===== src/rtl/logdrain_pkg.sv =====
package logdrain_pkg;

  localparam int WORD_W = 32;

  typedef enum logic [3:0] {
    ST_OFF,
    ST_CLR_RD,
    ST_CLR_WR,
    ST_POLL,
    ST_WAIT_RD,
    ST_EVAL,
    ST_REQ,
    ST_WAIT_DONE,
    ST_PUB
  } drainState_t;

  // strobes from control to datapath
  typedef struct packed {
    logic clrRp;      // zero the internal read pointer
    logic loadWp;     // capture polled write pointer
    logic advRp;      // move read pointer to its next value
    logic selWrWord;  // address the write-pointer word (else read-pointer word)
    logic wrZero;     // write data is zero instead of the read pointer
  } dpStrobe_t;

  function automatic logic [WORD_W-1:0] swapBytes(input logic [WORD_W-1:0] w);
    return {w[7:0], w[15:8], w[23:16], w[31:24]};
  endfunction

endpackage


===== src/rtl/logdrain_dp.sv =====
module logdrain_dp
  import logdrain_pkg::*;
#(
  parameter int                ADDR_W       = 32,
  parameter int                PTR_W        = 16,
  parameter int unsigned       BUF_SIZE     = 65504,
  parameter logic [ADDR_W-1:0] RD_WORD_ADDR = 'h03FF0004,
  parameter logic [ADDR_W-1:0] WR_WORD_ADDR = 'h03FF0014,
  parameter logic [ADDR_W-1:0] DATA_BASE    = 'h03FF0020
) (
  input  logic              clk,
  input  logic              rstN,
  input  dpStrobe_t         strb,
  input  logic [WORD_W-1:0] memRdata,
  output logic [ADDR_W-1:0] memAddr,
  output logic [WORD_W-1:0] memWdata,
  output logic [ADDR_W-1:0] dmaAddr,
  output logic [PTR_W-1:0]  dmaLen,
  output logic              ptrSame,
  output logic              ptrBad
);

  localparam logic [PTR_W-1:0] BUF_LIM = PTR_W'(BUF_SIZE);

  logic [PTR_W-1:0]  rdPtr;
  logic [PTR_W-1:0]  wrPtr;
  logic              wpHigh;
  logic [WORD_W-1:0] polled;
  logic              wrap;
  logic [PTR_W-1:0]  nextRp;

  assign polled = swapBytes(memRdata);

  always_ff @(posedge clk or negedge rstN) begin
    if (!rstN) begin
      wrPtr  <= '0;
      wpHigh <= 1'b0;
    end else if (strb.loadWp) begin
      wrPtr  <= polled[PTR_W-1:0];
      wpHigh <= |polled[WORD_W-1:PTR_W];
    end
  end

  always_ff @(posedge clk or negedge rstN) begin
    if (!rstN)            rdPtr <= '0;
    else if (strb.clrRp)  rdPtr <= '0;
    else if (strb.advRp)  rdPtr <= nextRp;
  end

  assign wrap    = wrPtr < rdPtr;
  assign nextRp  = wrap ? '0 : wrPtr;
  assign dmaLen  = wrap ? (BUF_LIM - rdPtr) : (wrPtr - rdPtr);
  assign dmaAddr = DATA_BASE + ADDR_W'(rdPtr);
  assign ptrSame = !wpHigh && (wrPtr == rdPtr);
  assign ptrBad  = wpHigh || (wrPtr >= BUF_LIM);

  assign memAddr  = strb.selWrWord ? WR_WORD_ADDR : RD_WORD_ADDR;
  assign memWdata = strb.wrZero ? '0 : swapBytes(WORD_W'(rdPtr));

  AST_RP_IN_RANGE: assert property (@(posedge clk) disable iff (!rstN)
    rdPtr < BUF_LIM);

endmodule


===== src/rtl/logdrain_ctrl.sv =====
module logdrain_ctrl
  import logdrain_pkg::*;
(
  input  logic      clk,
  input  logic      rstN,
  input  logic      enable,
  input  logic      memRvalid,
  input  logic      dmaAck,
  input  logic      dmaDone,
  input  logic      ptrSame,
  input  logic      ptrBad,
  output logic      memReq,
  output logic      memWe,
  output logic      dmaReq,
  output dpStrobe_t strb
);

  drainState_t state, stateNext;

  always_ff @(posedge clk or negedge rstN) begin
    if (!rstN) state <= ST_OFF;
    else       state <= stateNext;
  end

  always_comb begin
    stateNext = state;
    memReq    = 1'b0;
    memWe     = 1'b0;
    dmaReq    = 1'b0;
    strb      = '0;
    unique case (state)
      ST_OFF: if (enable) stateNext = ST_CLR_RD;
      ST_CLR_RD: begin
        memReq     = 1'b1;
        memWe      = 1'b1;
        strb.wrZero = 1'b1;
        strb.clrRp  = 1'b1;
        stateNext  = ST_CLR_WR;
      end
      ST_CLR_WR: begin
        memReq         = 1'b1;
        memWe          = 1'b1;
        strb.wrZero    = 1'b1;
        strb.selWrWord = 1'b1;
        stateNext      = ST_POLL;
      end
      ST_POLL: begin
        if (!enable) stateNext = ST_OFF;
        else begin
          memReq         = 1'b1;
          strb.selWrWord = 1'b1;
          stateNext      = ST_WAIT_RD;
        end
      end
      ST_WAIT_RD: if (memRvalid) begin
        strb.loadWp = 1'b1;
        stateNext   = ST_EVAL;
      end
      ST_EVAL: begin
        if (!enable)                stateNext = ST_OFF;
        else if (ptrSame || ptrBad) stateNext = ST_POLL;
        else                        stateNext = ST_REQ;
      end
      ST_REQ: begin
        dmaReq = 1'b1;
        if (dmaAck) begin
          strb.advRp = 1'b1;
          stateNext  = ST_WAIT_DONE;
        end
      end
      ST_WAIT_DONE: if (dmaDone) stateNext = ST_PUB;
      ST_PUB: begin
        memReq    = 1'b1;
        memWe     = 1'b1;
        stateNext = enable ? ST_POLL : ST_OFF;
      end
      default: stateNext = ST_OFF;
    endcase
  end

  AST_REQ_HELD: assert property (@(posedge clk) disable iff (!rstN)
    dmaReq && !dmaAck |=> dmaReq);

  AST_OFF_AFTER_DROP: assert property (@(posedge clk) disable iff (!rstN)
    (state == ST_PUB) && !enable |=> !memReq && !dmaReq);

endmodule


===== src/rtl/dbg_log_drain.sv =====
module dbg_log_drain
  import logdrain_pkg::*;
#(
  parameter int                ADDR_W       = 32,
  parameter int                PTR_W        = 16,
  parameter int unsigned       BUF_SIZE     = 65504,
  parameter logic [ADDR_W-1:0] RD_WORD_ADDR = 'h03FF0004,
  parameter logic [ADDR_W-1:0] WR_WORD_ADDR = 'h03FF0014,
  parameter logic [ADDR_W-1:0] DATA_BASE    = 'h03FF0020
) (
  input  logic              clk,
  input  logic              rstN,
  input  logic              enable,
  output logic              memReq,
  output logic              memWe,
  output logic [ADDR_W-1:0] memAddr,
  output logic [WORD_W-1:0] memWdata,
  input  logic              memRvalid,
  input  logic [WORD_W-1:0] memRdata,
  output logic              dmaReq,
  output logic [ADDR_W-1:0] dmaAddr,
  output logic [PTR_W-1:0]  dmaLen,
  input  logic              dmaAck,
  input  logic              dmaDone
);

  dpStrobe_t strb;
  logic      ptrSame;
  logic      ptrBad;

  logdrain_ctrl u_ctrl (
    .clk(clk), .rstN(rstN), .enable(enable), .memRvalid(memRvalid),
    .dmaAck(dmaAck), .dmaDone(dmaDone), .ptrSame(ptrSame), .ptrBad(ptrBad),
    .memReq(memReq), .memWe(memWe), .dmaReq(dmaReq), .strb(strb)
  );

  logdrain_dp #(
    .ADDR_W(ADDR_W), .PTR_W(PTR_W), .BUF_SIZE(BUF_SIZE),
    .RD_WORD_ADDR(RD_WORD_ADDR), .WR_WORD_ADDR(WR_WORD_ADDR), .DATA_BASE(DATA_BASE)
  ) u_dp (
    .clk(clk), .rstN(rstN), .strb(strb), .memRdata(memRdata),
    .memAddr(memAddr), .memWdata(memWdata), .dmaAddr(dmaAddr), .dmaLen(dmaLen),
    .ptrSame(ptrSame), .ptrBad(ptrBad)
  );

  // port-level checks
  logic            outstanding;
  logic [ADDR_W:0] endOffset;

  always_ff @(posedge clk or negedge rstN) begin
    if (!rstN)                 outstanding <= 1'b0;
    else if (dmaReq && dmaAck) outstanding <= 1'b1;
    else if (dmaDone)          outstanding <= 1'b0;
  end

  assign endOffset = ({1'b0, dmaAddr} - {1'b0, DATA_BASE}) + (ADDR_W+1)'(dmaLen);

  AST_REQ_STABLE: assert property (@(posedge clk) disable iff (!rstN)
    dmaReq && !dmaAck |=> $stable(dmaAddr) && $stable(dmaLen));

  AST_LEN_IN_BUF: assert property (@(posedge clk) disable iff (!rstN)
    dmaReq |-> (dmaLen != '0) && (endOffset <= (ADDR_W+1)'(BUF_SIZE)));

  AST_PUB_AFTER_DONE: assert property (@(posedge clk) disable iff (!rstN)
    memReq && memWe && (memAddr == RD_WORD_ADDR) && (memWdata != '0) |-> $past(dmaDone));

  AST_ONE_IN_FLIGHT: assert property (@(posedge clk) disable iff (!rstN)
    outstanding |-> !dmaReq && !(memReq && !memWe));

endmodule


===== config.mk =====
export PLATFORM = sky130hd
export DESIGN_NAME = dbg_log_drain
export DESIGN_NICKNAME = d
export VERILOG_FILES = /design/src/rtl/logdrain_pkg.sv /design/src/rtl/logdrain_dp.sv /design/src/rtl/logdrain_ctrl.sv /design/src/rtl/dbg_log_drain.sv
export SDC_FILE = /design/constraint.sdc
export NUM_CORES = 1
export LEC_CHECK = 0
export BUFFER_PORTS_ARGS = -buffer_cell sky130_fd_sc_hd__buf_2
export CAP_MARGIN = 5
export CORE_ASPECT_RATIO = 0.7
export CORE_UTILIZATION = 50
export CTS_CLUSTER_DIAMETER = 40
export DETAILED_ROUTE_END_ITERATION = 7
export PLACE_DENSITY = 0.88
export SLEW_MARGIN = 0
export SYNTH_ARGS = -nofsm -noshare
export SYNTH_HDL_FRONTEND = slang
export SYNTH_SLANG_ARGS = --single-unit

===== constraint.sdc =====
create_clock -name clk -period 3.3 [get_ports clk]
set_input_delay 0.33 -clock clk [delete_from_list [all_inputs] [get_ports clk]]
set_output_delay 0.33 -clock clk [all_outputs]
set_load 0.005 [all_outputs]

==> results.md <==
* Outcome: completed
* F_max at 314 MHz
* First-pass GRT wire length at 16400 um
* Number of max-cap violations at 0
* Mux cell area share after synthesis at 0.103
* Sink Count at 37
* Chip height at 75.2 um
* Critical Path Start: u_dp.rdPtr[7]
* Core Area at 0.00735 mm^2
* Finish-stage setup viols at 0
* Mapped Avg Cell Area at 8.51 um^2
* EDFF count, synth at 0
* Worst Reg-to-Reg Cells at 7
* Worst Setup End Kind: primary output
* Vias/cell at 5.87
* Syn Std Cell Area at 0.00383 mm^2
* ANT cells at 0
* Final Net Count at 601
* Vias in the first global route at 3209
* Final period util at 0.966
* Power density over the cells at 1070 mW/mm^2
* Antenna violations before repair at 0
* Post-synthesis cell count at 450
* CTS Buf Count at 5
* TNS Setup at 0 ns
* Drt first pass iters at 5
* Clock slew at reported path FFs at 0.07 ns
* DR iter-0 viols at 411
* Multi-input gate area at 0.00251 mm^2
* FF+latch area at 927 um^2
* Post-Place Cell Area at 0.00418 mm^2
* GR Overflow Total at 0
* Endpoints failing hold at 0
* Post-synthesis simple-gate area fraction at 0.154
* Area growth, synth to finish at 15.2%
* Initial Utilization at 0.521
* Most frequent cells in the layout: buf_2 (100), conb_1 (52), dfrtp_1 (36)
* CTS tree: built
* Compound-cell area share of the yosys netlist at 0.194
* Top_reg_cell synth: dfrtp_1
* Cell taking the most area after synthesis: dfrtp_1
* Fillers at 657
* Yosys Warn Count at 0
* DRC Markers at 0
* Routability cong. at 0.981
* Commonest non-fill, non-tap cell in the layout: buf_2
* CTS H-Tree Depth at 2
* Die width at 107 um
* Data arrival, critical path at 2.86 ns
* Worst slew pin tran at 0.834 ns
* Via count at 3775
* Worst-Skew Late Latency at 0.28 ns
* DP HPWL at 8290 um
* Routed len/inst at 16.7 um
* Slew headroom at 0.444
* Row count at 26
* FF+latch count, synth at 37
* Count of final max-slew check failures at 0
* Largest net degree at the start of global routing at 38
* Worst hold-check path type: primary input to asynchronous set/reset pin
* Routed Antenna Nets at 0
* Post-synthesis adder-cell area fraction at 0.0640
* Critical-path maximum fanout at 7
* Final wirelength at 10700 um
* Crit path time final at 3.19 ns
* Clock Tree Buf Depth at 2
* VDD IR max at 0.000386 V
* RSZ-0062 raised after global routing: no
* Proportion of layout cells with a drive suffix above 1 at 0.303
* Sequential-to-total area share from yosys stat at 0.242
* Leakage at 2.12 nW
* CTS root buffer: clkbuf_8
* Die area at 0.00802 mm^2
* Ports at 153
* Gr usage total at 0.267
* Post-synth top area share at 0.242
* Final instance area at 0.00441 mm^2
* Xor/xnor share of the synthesized area at 0.0732
* Dpl cells at 627
* CP Launch Type: flip-flop
* Largest family of logic cells by synthesized area: compound AO/OA/AOI/OAI gates
* WS Path Type: flip-flop to primary output
* IO Port Bufs at 100
* Fin cells at 643
* Ys async rst share at 1.00
* Netlist cell types at 57
* Skew final at 0.00848 ns
* Worst Path Required at 2.97 ns
* RR Startpoint: u_dp.rdPtr[7]
* Top cells by area, synth: dfrtp_1 (24%), buf_4 (12%), ha_1 (5.9%), mux2_2 (5.3%), xnor2_1 (5.3%)
-- through the flow --
stage | hold slack (ns) | worst slack [ns] | util | power [W]
after floorplan | 0.0344 | 0.432 | - | 0.00306
after global placement | 0.460 | 0.254 | 0.569 | 0.00390
after detailed placement | 0.470 | 0.150 | 0.569 | 0.00403
after CTS | 0.161 | 0.00582 | 0.590 | 0.00456
after global routing | 0.205 | 0.00550 | 0.600 | 0.00505
final | 0.147 | 0.112 | 0.600 | 0.00472
-- repair_timing --
item / 4_1_cts / 5_1_grt
setup buffers: 5 / 2
cloned: 1 / 0
pin swaps: 2 / 4
hold buffers: 0 / 0
gates resized for setup: 5 / 14
setup endpoints to repair: 15 / 15
-- flip-flops by register name, summed over array words and instances, names as in the netlist --
signal        count
u_dp.rdPtr       16
u_dp.wpHigh       1
u_ctrl.state      4
u_dp.wrPtr       16
-- Yosys cell counts, types with 9 or more instances --
cell	n
nand2_1	26
o21ai_0	18
ha_1	18
dfrtp_1	37
nor2_1	21
a21oi_1	33
mux2_2	18
mux2i_1	16
xor2_1	9
buf_4	60
nand4_1	15
nor3_1	10
xnor2_1	23
nand3_1	10
inv_1	28
clkbuf_1	15
a22o_1	16
-- kinds of logic (layout without fill, tap and decap cells) --
logic type / count (synthesis) / count (layout)
buffers and inverters: 108 / 153
adder cells (fa/ha/maj): 19 / 19
other: 2 / 52
AO/OA/AOI/OAI: 102 / 102
flip-flops: 37 / 37
XOR/XNOR: 32 / 32
multiplexers: 36 / 36
AND/OR/NAND/NOR: 114 / 114
-- path summary, 6_finish.rpt --
check | end | slack (ns)
max reg2reg | u_dp.rdPtr[9] | 0.85
max in group asynchronous | u_dp.rdPtr[6] | 2.58
max | dmaLen[10] | 0.11
min reg2reg | u_dp.wpHigh | 0.52
min in group clk | u_ctrl.state[0] | 0.28
min | u_ctrl.state[0] | 0.15
-- routing by layer --
metal | global-route usage | vias up | wire length [um]
li1 | - | 1688 | -
met1 | 0.370 | 1773 | 4410
met2 | 0.401 | 278 | 4640
met3 | 0.0623 | 36 | 1350
met4 | 0.114 | 0 | 332
met5 | 0 | - | 0
-- worst max-delay path: stages, from the launching register on --
cell and delay, ns:
dfrtp_1 0.44, inv_1 0.13, ha_2 0.34, and3_2 0.25, a221oi_4 0.35, o221ai_4 0.19, o31ai_4 0.27, buf_6 0.16
buf_16 0.13, mux2i_1 0.19, buf_2 0.14
-- cell type report --
type                       instances  area share
timing repair buffer             117       0.151
clock buffer                       8      0.0182
multi-input combinational        355       0.569
inverter                          28      0.0238
tap                               98      0.0278
sequential                        37       0.210
-- report_power, final --
| part | switching [W] | internal, W |
|---|---|---|
| clock | 0.000148 | 0.000150 |
| sequential | 0.000273 | 0.000595 |
| combinational | 0.00187 | 0.00168 |
| total | 0.00230 | 0.00242 |
No activity file was read; power rests on OpenSTA's default activity.
